--- src/rtl/smb_pkg.sv ---
package smb_pkg;
    localparam logic [4:0] ADDR_HI = 5'b01011;

    typedef enum logic [2:0] {
        S_IDLE, S_ADDR, S_ADDR_ACK, S_WR, S_WR_ACK, S_RD, S_RD_ACK
    } smb_state_e;

    function automatic logic [1:0] sel_to_low(input logic [1:0] code);
        return (code == 2'b11) ? 2'b00 : code;
    endfunction
endpackage

--- src/rtl/smb_filter.sv ---
module smb_filter #(
    parameter int SYNC_STAGES = 2,
    parameter int FILT_LEN    = 4
) (
    input  logic clk,
    input  logic rst_n,
    input  logic d_i,
    output logic q_o
);
    localparam int CW = $clog2(FILT_LEN + 1);

    logic [SYNC_STAGES-1:0] sy_d, sy_q;
    logic [CW-1:0]          cnt_d, cnt_q;
    logic                   lvl_d, lvl_q;

    always_comb begin
        sy_d  = {sy_q[SYNC_STAGES-2:0], d_i};
        cnt_d = '0;
        lvl_d = lvl_q;
        if (sy_q[SYNC_STAGES-1] != lvl_q) begin
            if (cnt_q == CW'(FILT_LEN - 1)) begin
                lvl_d = sy_q[SYNC_STAGES-1];
            end else begin
                cnt_d = cnt_q + 1'b1;
            end
        end
    end

    always_ff @(posedge clk or negedge rst_n) begin
        if (!rst_n) begin
            sy_q  <= '1;
            cnt_q <= '0;
            lvl_q <= 1'b1;
        end else begin
            sy_q  <= sy_d;
            cnt_q <= cnt_d;
            lvl_q <= lvl_d;
        end
    end

    assign q_o = lvl_q;
endmodule

--- src/rtl/smb_regfile.sv ---
module smb_regfile #(
    parameter int NREG  = 8,
    parameter int PTR_W = $clog2(NREG)
) (
    input  logic             clk,
    input  logic             rst_n,
    input  logic             we,
    input  logic [PTR_W-1:0] waddr,
    input  logic [7:0]       wdata,
    input  logic [PTR_W-1:0] raddr,
    output logic [7:0]       rdata
);
    logic [7:0] mem_q [NREG];

    always_ff @(posedge clk or negedge rst_n) begin
        if (!rst_n) begin
            for (int i = 0; i < NREG; i++) mem_q[i] <= 8'h00;
        end else if (we) begin
            mem_q[waddr] <= wdata;
        end
    end

    assign rdata = mem_q[raddr];
endmodule

--- src/rtl/smbus_target.sv ---
module smbus_target #(
    parameter int NREG        = 8,
    parameter int FILT_LEN    = 4,
    parameter int SYNC_STAGES = 2
) (
    input  logic       clk,
    input  logic       rst_n,
    input  logic       scl_i,
    input  logic       sda_i,
    input  logic [1:0] sel_code,
    output logic       sda_oe
);
    import smb_pkg::*;

    localparam int PTR_W = $clog2(NREG);
    localparam logic [PTR_W-1:0] PTR_ONE = PTR_W'(1);

    typedef struct packed {
        smb_state_e       st;
        logic             prev_scl;
        logic             prev_sda;
        logic [3:0]       cnt;
        logic [7:0]       sh;
        logic             rw;
        logic             first;
        logic             mack;
        logic [PTR_W-1:0] ptr;
        logic             locked;
        logic [1:0]       low;
        logic             oe;
    } ctl_t;

    ctl_t q, d;

    logic [1:0] raw, filt;
    logic       scl_f, sda_f;
    logic       we;
    logic [7:0] rdata;
    logic       lock_q;
    logic [1:0] low_q;

    assign raw = {sda_i, scl_i};

    for (genvar g = 0; g < 2; g++) begin : g_filt
        smb_filter #(.SYNC_STAGES(SYNC_STAGES), .FILT_LEN(FILT_LEN)) u_filt (
            .clk(clk), .rst_n(rst_n), .d_i(raw[g]), .q_o(filt[g])
        );
    end

    assign scl_f = filt[0];
    assign sda_f = filt[1];

    smb_regfile #(.NREG(NREG), .PTR_W(PTR_W)) u_regs (
        .clk(clk), .rst_n(rst_n), .we(we), .waddr(q.ptr),
        .wdata(q.sh), .raddr(q.ptr), .rdata(rdata)
    );

    logic       scl_rise, scl_fall, start_c, stop_c;
    logic [1:0] low_v;

    always_comb begin
        scl_rise = scl_f & ~q.prev_scl;
        scl_fall = ~scl_f & q.prev_scl;
        start_c  = scl_f & q.prev_scl & ~sda_f & q.prev_sda;
        stop_c   = scl_f & q.prev_scl & sda_f & ~q.prev_sda;
        low_v    = q.locked ? q.low : sel_to_low(sel_code);

        d          = q;
        we         = 1'b0;
        d.prev_scl = scl_f;
        d.prev_sda = sda_f;

        if (stop_c) begin
            d.st = S_IDLE;
            d.oe = 1'b0;
        end else if (start_c) begin
            d.st    = S_ADDR;
            d.cnt   = '0;
            d.first = 1'b1;
            d.oe    = 1'b0;
        end else begin
            unique case (q.st)
                S_ADDR, S_WR: begin
                    if (scl_rise) begin
                        d.sh  = {q.sh[6:0], sda_f};
                        d.cnt = q.cnt + 4'd1;
                    end else if (scl_fall && q.cnt == 4'd8) begin
                        if (q.st == S_ADDR) begin
                            if (q.sh[7:3] == ADDR_HI) begin
                                d.locked = 1'b1;
                                d.low    = low_v;
                            end
                            if (q.sh[7:3] == ADDR_HI && q.sh[2:1] == low_v) begin
                                d.oe = 1'b1;
                                d.rw = q.sh[0];
                                d.st = S_ADDR_ACK;
                            end else begin
                                d.st = S_IDLE;
                            end
                        end else begin
                            d.oe = 1'b1;
                            d.st = S_WR_ACK;
                            if (q.first) begin
                                d.ptr   = q.sh[PTR_W-1:0];
                                d.first = 1'b0;
                            end else begin
                                we    = 1'b1;
                                d.ptr = q.ptr + PTR_ONE;
                            end
                        end
                    end
                end
                S_ADDR_ACK, S_WR_ACK: begin
                    if (scl_fall) begin
                        d.cnt = '0;
                        if (q.st == S_ADDR_ACK && q.rw) begin
                            d.sh = rdata;
                            d.oe = ~rdata[7];
                            d.st = S_RD;
                        end else begin
                            d.oe = 1'b0;
                            d.st = S_WR;
                        end
                    end
                end
                S_RD: begin
                    if (scl_rise) begin
                        d.cnt = q.cnt + 4'd1;
                    end else if (scl_fall) begin
                        if (q.cnt == 4'd8) begin
                            d.oe  = 1'b0;
                            d.ptr = q.ptr + PTR_ONE;
                            d.st  = S_RD_ACK;
                        end else begin
                            d.sh = {q.sh[6:0], 1'b0};
                            d.oe = ~q.sh[6];
                        end
                    end
                end
                S_RD_ACK: begin
                    if (scl_rise) begin
                        d.mack = ~sda_f;
                    end else if (scl_fall) begin
                        if (q.mack) begin
                            d.sh  = rdata;
                            d.oe  = ~rdata[7];
                            d.cnt = '0;
                            d.st  = S_RD;
                        end else begin
                            d.st = S_IDLE;
                        end
                    end
                end
                default: d.oe = 1'b0;
            endcase
        end
    end

    always_ff @(posedge clk or negedge rst_n) begin
        if (!rst_n) begin
            q          <= '0;
            q.st       <= S_IDLE;
            q.prev_scl <= 1'b1;
            q.prev_sda <= 1'b1;
        end else begin
            q <= d;
        end
    end

    assign sda_oe = q.oe;
    assign lock_q = q.locked;
    assign low_q  = q.low;
endmodule

--- config.mk ---
export PLATFORM = sky130hd
export DESIGN_NAME = smbus_target
export DESIGN_NICKNAME = d
export VERILOG_FILES = /design/src/rtl/smb_pkg.sv /design/src/rtl/smb_filter.sv /design/src/rtl/smb_regfile.sv /design/src/rtl/smbus_target.sv
export SDC_FILE = /design/constraint.sdc
export NUM_CORES = 1
export LEC_CHECK = 0
export CORE_ASPECT_RATIO = 0.8
export CORE_UTILIZATION = 66
export DETAILED_ROUTE_END_ITERATION = 10
export PLACE_DENSITY = 0.94
export SYNTH_ARGS = -nofsm -noshare
export SYNTH_HDL_FRONTEND = slang
export SYNTH_SLANG_ARGS = --single-unit
--- constraint.sdc ---
create_clock -name clk -period 5.4 [get_ports clk]
set_input_delay 0.81 -clock clk [delete_from_list [all_inputs] [get_ports clk]]
set_output_delay 0.81 -clock clk [all_outputs]
set_load 0.05 [all_outputs]
== After elaboration in Yosys (flattened, before gate mapping) ==
Cells that the tools add are included.
Word-level totals
  word-level logic and storage cells: 191
  register bits after elaboration: 103
Cells by class
  reductions and logical operators: 23
  equal/unequal tests: 45
  bitwise logic cells: 17
  $lt $le $gt $ge: 2
  add/sub/neg operators: 4
  multiplexer cells: 74
Operator list (count)
  $mux 3: 24
  $bwmux 64: 1
  $mux 12: 5
  $mux 8: 7
  $pmux 12 s4: 1
  $ne 4x4->1 const B: 9
  $ne 2x2->1 const B: 14
  $reduce_and 9->1: 3
  $bmux 8 s3: 1
  $demux 8 s3: 1
  $mux 1: 24
  $ne 3x3->1 const B: 6
  $mux 7: 2
  $reduce_and 7->1: 2
  $eq 3x2->1 const B: 4
  $pmux 3 s4: 1
  $reduce_and 12->1: 1
  $add 3x1->3 const B: 3
  $eq 3x3->1 const B: 3
  $not 1->1: 9
  $mux 4: 2
  $reduce_and 8->1: 1
  $and 1x1->1: 7
  $mux 2: 3
  23 further kinds: 31

== Logic depth before layout (Yosys ltp) ==
Gate-level depths: netlist (run 1).
  depth in word-level cells: 12
  mapped depth: 8
  gate-level depth less buffers: 7

== Modules after synthesis ==
From an unflattened synthesis (run 1), not the netlist that was laid out.
Unflattened totals
  cells, all modules: 358
  area, all modules: 5072.4 µm²
By module, submodules not included
  smb_regfile: area an instance 2992.9 µm², seq. area each 1601.5 µm², cells each 172, instances 1
  smbus_target: area an instance 1639.1 µm², seq. area each 678.2 µm², cells each 160, instances 1
  smb_filter: area an instance 220.2 µm², seq. area each 153.9 µm², cells each 13, instances 2

== Worst setup path before layout (run 1) ==
Ideal clock, no wire load.
  kind: reg-to-reg
  start: register q[18] (netlist name)
  end: register u_regs.mem_q[24] (netlist name)
  required time: 5275 ps
  setup slack: 3203 ps
  clock period less this slack: 2197 ps
  data arrival time: 2072 ps
  stages on the path, launching flop included: 9
  cell sequence: dfrtp_1 > inv_1 > ha_1 > and3b_1 > nand3_4 > or4_4 > nor2b_1 > buf_2 > mux2_2
On the way
  word-level cells in the longest chain between the ends: 7
RTL lines
  start, declared: line smbus_target.sv:33  | ctl_t q, d;
  $eq 4x4->1: line smbus_target.sv:87  | end else if (scl_fall && q.cnt == 4'd8) begin
  $logic_and 1x1->1: line smbus_target.sv:87
  $mux 1: line smbus_target.sv:87
  $mux 1: line smbus_target.sv:84  | if (scl_rise) begin
  $mux 1: line smbus_target.sv:82  | unique case (q.st)
  $mux 1: line smbus_target.sv:76  | end else if (start_c) begin
  $mux 1: line smbus_target.sv:73  | if (stop_c) begin
  end signal, assigned by index: line smb_regfile.sv:19  | mem_q[waddr] <= wdata;
  end, declared: line smb_regfile.sv:13  | logic [7:0] mem_q [NREG];
No other way between the ends.
A chain may end at the register's enable or synchronous reset.

== Final worst setup path (run 1) ==
  start: register q[23] (netlist name)
  end: register u_regs.mem_q[31] (netlist name)
On the way
  word-level cells in the longest chain between the ends: 7
RTL lines
  $and 1x1->1: line smbus_target.sv:63  | scl_fall = ~scl_f & q.prev_scl;
  $logic_and 1x1->1: line smbus_target.sv:87
  $mux 1: line smbus_target.sv:87
  $mux 1: line smbus_target.sv:84
  $mux 1: line smbus_target.sv:82
  $mux 1: line smbus_target.sv:76
  $mux 1 (*): line smbus_target.sv:73
Every way passes the cells marked *; elsewhere a longest branch is shown, timed or not.

==> impl_metrics.tcl, run 1 <==
set metrics [dict create \
    status "completed" \
    drive_above_1_share 0.299 \
    drc 0 \
    cp-endpoint "u_regs.mem_q[31]$_DFFE_PN0P_" \
    max_stage_delay_ns 0.69 \
    async_reset_ff_frac 1.00 \
    clock_latency_ns 0.38 \
    numPortBuffers 6 \
    yosysUniqueCellTypes 58 \
    netlist_area_um2 5110 \
    setup_tns_ns 0 \
    syn_nets 431 \
    routabilityCongestion 0.896 \
    htreeDepth 3 \
    rsz0062_at_grt "false" \
    synth-seq-cells 103 \
    synth_cells 420 \
    power_per_cell_area_nw_per_um2 395 \
    tightest_slew_ns 0.942 \
    fin_cells 520 \
    path_buf_inv 0 \
    final_common_cell "dfrtp_1" \
    rows 28 \
    antenna_cells 0 \
    area_growth_pct 5.65 \
    cp-start-kind "flip-flop" \
    slew_violations 0 \
    track_usage 0.292 \
    max_clock_freq_ghz 0.349 \
    finalHoldViolations 0 \
    regArea_um2 2590 \
    critPathArrivalTime_ns 3.13 \
    dr.first_iter.drc_count 185 \
    post-place-cells 504 \
    most-common-layout-cells "dfrtp_1 (95), mux2_2 (73), nand2_1 (23)" \
    regToRegSetupSlack_ns 2.54 \
    grt_pass1_vias 3355 \
    post-cts-setup-buffers 0 \
    reg2reg_to "u_regs.mem_q[31]$_DFFE_PN0P_" \
    multiInputGateArea_um2 2350 \
    path_clk_slew_ns 0.10 \
    setup-violations-final 0 \
    relSlewSlack 0.372 \
    io_pins 7 \
    dp_hpwl_um 6950 \
    die_width_um 100 \
    fill_cells 526 \
    ctsHoldBuffers 0 \
    synth_edf_count 0 \
    min_period_ns 2.86 \
    ys.flop_type "dfrtp_1" \
    avgSynthCellArea_um2 12.2 \
    yosysTopAreaCellShare 0.465 \
    cts.sink_count 103 \
    dieArea_um2 8100 \
    clk_path_buf_depth 2 \
    synth.area.top_cells "dfrtp_1 (47%), mux2_2 (16%), mux4_2 (4.4%)" \
    cts-root-buf "clkbuf_8" \
    critPathSlowestCell "nor2b_1" \
    critPathMaxFanout 9 \
    crit_chain "and2b_1, nand3_4, or4_4, nor2b_1, mux2_2" \
    viasPerCell 6.41 \
    cts_resized 0 \
    endpoint_kind "flip-flop" \
    coreArea_um2 7460 \
    finalNetCount 421 \
    routedWlPerCell_um 20.1 \
    grt_pass1_wl_um 17500 \
    postRouteAntennaNets 0 \
    antenna_found_initial 0 \
    start_util 0.685 \
    rr_worst_depth 5 \
    ys_seq_area_frac 0.506 \
    cts_buffers 9 \
    vias 3334 \
    hold_slack_ns 0.360 \
    hp-class "flip-flop to flip-flop" \
    critical_path_depth 5 \
    drt-total-wl_um 10500 \
    worstSetupPathType "flip-flop to flip-flop" \
    ir_drop_mv 0.303 \
    cp_top_family "simple AND/OR/NAND/NOR gates" \
    maxCapViolCount 0 \
    die_h_um 80.7 \
    r2r_start "q[23]$_DFF_PN1_" \
    synth_warnings 0 \
    drt-pass1-iter-count 4 \
    cp.required_ns 5.67 \
    finClkSkew_ns 0.00989 \
    synth_largest_area_cell "dfrtp_1" \
    fin_crit_sh 0.530 \
    cts_tree "built" \
    gr-total-overflow 0 \
    leakage_nw 2.47 \
    cp-startpoint "q[23]$_DFF_PN1_" \
    grt_start_max_net_pins 71 \
]
==> power breakdown <==
group          total [W]  internal, W  switching, W
Clock           0.000518     0.000236      0.000282
Combinational   0.000552     0.000249      0.000303
Sequential       0.00106     0.000865      0.000198
==> cell families (layout without fill, tap and decap cells) <==
family / count (synthesis) / count (layout) / synth area share
compound gates: 71 / 71 / 0.0920
xor+xnor: 3 / 3 / 0.00514
buf+inv: 40 / 35 / 0.0333
flops: 103 / 103 / 0.506
mux: 98 / 98 / 0.242
fa+ha+maj: 5 / 5 / 0.0122
simple gates: 100 / 100 / 0.109
==> synth_stat cells, types with 5 or more instances <==
master	instances
dfrtp_1	95
mux2_2	73
nand2_1	23
clkbuf_1	20
nor2_1	16
o21ai_0	16
a21oi_1	12
a31oi_1	12
inv_1	11
nand3_1	11
nor2b_1	11
mux4_2	10
nand2b_1	10
dfstp_2	8
mux2_4	8
buf_2	7
mux2i_1	7
ha_1	5
==> sequential cells by signal, summed over array words and instances, names as in the netlist <==
signal and flops:
g_filt.u_filt.sy_q 4, g_filt.u_filt.q_o 2, low_q 2, lock_q 1, q 23, g_filt.u_filt.cnt_q 6, u_regs.mem_q 64, sda_oe 1
==> per-layer routing <==
layer  GRT usage  share of wire  vias up  wire (um)
met5           0              0        -          0
met2       0.456           0.47       87       4920
met3      0.0775          0.055       14        574
met4      0.0826          0.014        0        142
li1            -              -     1516          -
met1       0.408           0.46     1717       4830
==> metrics by stage <==
stage	cell area, um2	utilization	power (W)	setup WS [ns]
floorplan	5110	-	0.00146	3.20
global placement	5190	0.695	0.00159	2.71
detailed placement	5190	0.695	0.00162	2.62
CTS	5400	0.724	0.00213	2.58
global route	5400	0.724	0.00225	2.49
finish	5400	0.724	0.00213	2.54
==> worst min path at each step <==
stage	from	endpoint	cells past startpoint
2_1_floorplan	g_filt[0].u_filt.sy_q[0]$_DFF_PN1_	g_filt[0].u_filt.sy_q[1]$_DFF_PN1_	0
6_report	g_filt[0].u_filt.sy_q[0]$_DFF_PN1_	g_filt[0].u_filt.sy_q[1]$_DFF_PN1_	0
3_5_place_dp	g_filt[1].u_filt.sy_q[0]$_DFF_PN1_	g_filt[1].u_filt.sy_q[1]$_DFF_PN1_	0
4_1_cts	g_filt[0].u_filt.sy_q[0]$_DFF_PN1_	g_filt[0].u_filt.sy_q[1]$_DFF_PN1_	0
3_3_place_gp	g_filt[1].u_filt.sy_q[0]$_DFF_PN1_	g_filt[1].u_filt.sy_q[1]$_DFF_PN1_	0
5_1_grt	g_filt[0].u_filt.sy_q[0]$_DFF_PN1_	g_filt[0].u_filt.sy_q[1]$_DFF_PN1_	0
==> worst reg2reg max path: cells and delay by family, from the launching register on <==
kind	cells	cell delay [ns]
flops	1	0.61
simple gates	4	1.72
mux	1	0.43
==> area by class of cell <==
type                    count  share of cell area
clock buffers              11              0.0262
clock inverters             5              0.0134
inverters                  11             0.00764
multi-input cells         277               0.436
flip-flops and latches    103               0.479
well taps                 105              0.0243
repair buffers              8              0.0134
Power figures use the tool's default switching activity.
==> run 2: changes to the inputs <==
--- a/config.mk
+++ b/config.mk
@@ -6,9 +6,9 @@
 export NUM_CORES = 1
 export LEC_CHECK = 0
 export CORE_ASPECT_RATIO = 0.8
-export CORE_UTILIZATION = 66
+export CORE_UTILIZATION = 62
 export DETAILED_ROUTE_END_ITERATION = 10
-export PLACE_DENSITY = 0.94
+export PLACE_DENSITY = 0.9
 export SYNTH_ARGS = -nofsm -noshare
 export SYNTH_HDL_FRONTEND = slang
 export SYNTH_SLANG_ARGS = --single-unit
==> constraint.sdc (replaced) <==
create_clock -name clk -period 2.95 [get_ports clk]
set_input_delay 0.4425 -clock clk [delete_from_list [all_inputs] [get_ports clk]]
set_output_delay 0.4425 -clock clk [all_outputs]
set_load 0.05 [all_outputs]
==> impl_metrics.tcl, run 2 (synthesized netlist as in run 1, its figures left out) <==
set metrics [dict create \
    max_clock_freq_ghz 0.392 \
    drc 0 \
    die_width_um 104 \
    setup-violations-final 0 \
    fin_crit_sh 0.866 \
    drt-total-wl_um 10300 \
    cts_buffers 9 \
    gr-total-overflow 0 \
    cts_resized 0 \
    slew_violations 0 \
    cp.required_ns 3.22 \
    critPathMaxFanout 9 \
    antenna_found_initial 0 \
    post-place-cells 512 \
    cts-root-buf "clkbuf_8" \
    crit_chain "and2b_1, nand3_4, or4_4, nand2b_1, mux2_4" \
    htreeDepth 3 \
    largestRegisters "u_regs.mem_q x64, q x23, g_filt.u_filt.cnt_q x6" \
    post-cts-setup-buffers 0 \
    grt_start_max_net_pins 69 \
    endpoint_kind "flip-flop" \
    vias 3359 \
    finalHoldViolations 0 \
    hold_slack_ns 0.00410 \
    routabilityCongestion 0.964 \
    most-common-layout-cells "dfrtp_1 (95), mux2_2 (73), nand2_1 (23)" \
    largest_reg_flops 64 \
    rsz0062_at_grt "false" \
    io_pins 7 \
    coreArea_um2 7950 \
    max_stage_delay_ns 0.61 \
    cts_tree "built" \
    critPathArrivalTime_ns 2.82 \
    area_growth_pct 6.22 \
    drt-pass1-iter-count 5 \
    maxCapViolCount 0 \
    setup_tns_ns 0 \
    hp-class "input pin to async pin" \
    final_common_cell "dfrtp_1" \
    relSlewSlack 0.513 \
    dr.first_iter.drc_count 182 \
    grt_pass1_vias 3403 \
    dp_hpwl_um 6980 \
    cp-start-kind "flip-flop" \
    rows 29 \
    leakage_nw 2.49 \
    tightest_slew_ns 0.730 \
    total_power_w 0.00381 \
    path_buf_inv 0 \
    regMostFlops "u_regs.mem_q" \
    finClkSkew_ns 0.0132 \
    fin_cells 528 \
    cts.sink_count 103 \
    cp_top_family "simple AND/OR/NAND/NOR gates" \
    ir_drop_mv 0.394 \
    finalNetCount 426 \
    status "completed" \
    power_per_cell_area_nw_per_um2 703 \
    dieArea_um2 8620 \
    ctsHoldBuffers 0 \
    clk_path_buf_depth 2 \
    postRouteAntennaNets 0 \
    start_util 0.643 \
    grt_pass1_wl_um 17500 \
    clock_latency_ns 0.39 \
    routedWlPerCell_um 19.6 \
    track_usage 0.263 \
    worstSetupPathType "flip-flop to flip-flop" \
    path_clk_slew_ns 0.10 \
    regToRegSetupSlack_ns 0.40 \
    die_h_um 83.2 \
    critPathSlowestCell "dfstp_2" \
    min_period_ns 2.55 \
    antenna_cells 0 \
    numPortBuffers 6 \
    viasPerCell 6.36 \
    drive_above_1_share 0.310 \
]
[run 2: cell types whose count changed in the layout (fill, tap and decap cells not counted)]
cell        previous run  this run
buf_12                 0         1
buf_4                  3         7
bufinv_16              1         0
clkbuf_1               1         0
clkbuf_8              10         9
clkinv_4               0         3
clkinv_8               1         0
clkinvlp_4             0         1
inv_6                  3         1
inv_8                  0         2
[run 2: routing by layer]
layer,routed length [um],share of wire,up-vias,global-route usage
met5,0,0,-,0
met2,4940,0.48,113,0.411
met4,183,0.018,0,0.0975
met3,619,0.060,20,0.0730
li1,-,-,1519,-
met1,4590,0.44,1707,0.354
[run 2: path summary, 6_finish.rpt]
check | start | endpoint | depth (start not counted)
min reg2reg | g_filt[1].u_filt.sy_q[0]$_DFF_PN1_ | g_filt[1].u_filt.sy_q[1]$_DFF_PN1_ | 0
min in group clk | g_filt[1].u_filt.sy_q[0]$_DFF_PN1_ | g_filt[1].u_filt.sy_q[1]$_DFF_PN1_ | 0
max reg2reg | q[23]$_DFF_PN1_ | u_regs.mem_q[58]$_DFFE_PN0P_ | 5
min | rst_n | q[21]$_DFFE_PN0P_ | 1
max in group asynchronous | rst_n | g_filt[1].u_filt.sy_q[1]$_DFF_PN1_ | 2
max | q[23]$_DFF_PN1_ | u_regs.mem_q[58]$_DFFE_PN0P_ | 5
[run 2: through the flow]
stage | setup WS (ns) | cell area (um2) | utilization
final | 0.396 | 5430 | 0.683
after CTS | 0.430 | 5430 | 0.683
after global routing | 0.296 | 5430 | 0.683
after floorplan | 0.753 | 5110 | -
after global placement | 0.499 | 5240 | 0.660
after detailed placement | 0.439 | 5240 | 0.660
[run 2: where the power goes]
| part | internal, W | switching (W) |
|---|---|---|
| logic | 0.000464 | 0.000584 |
| clock network | 0.000325 | 0.000518 |
| registers | 0.00158 | 0.000338 |
[run 2: final cells by class]
class                      count  area [um2]
inverter                      11        41.3
tap                          108         135
fill                         557        2520
clock inverter                 7        65.1
sequential                   103        2590
timing repair buffer          13         123
multi-input combinational    277        2350
clock buffer                   9         124
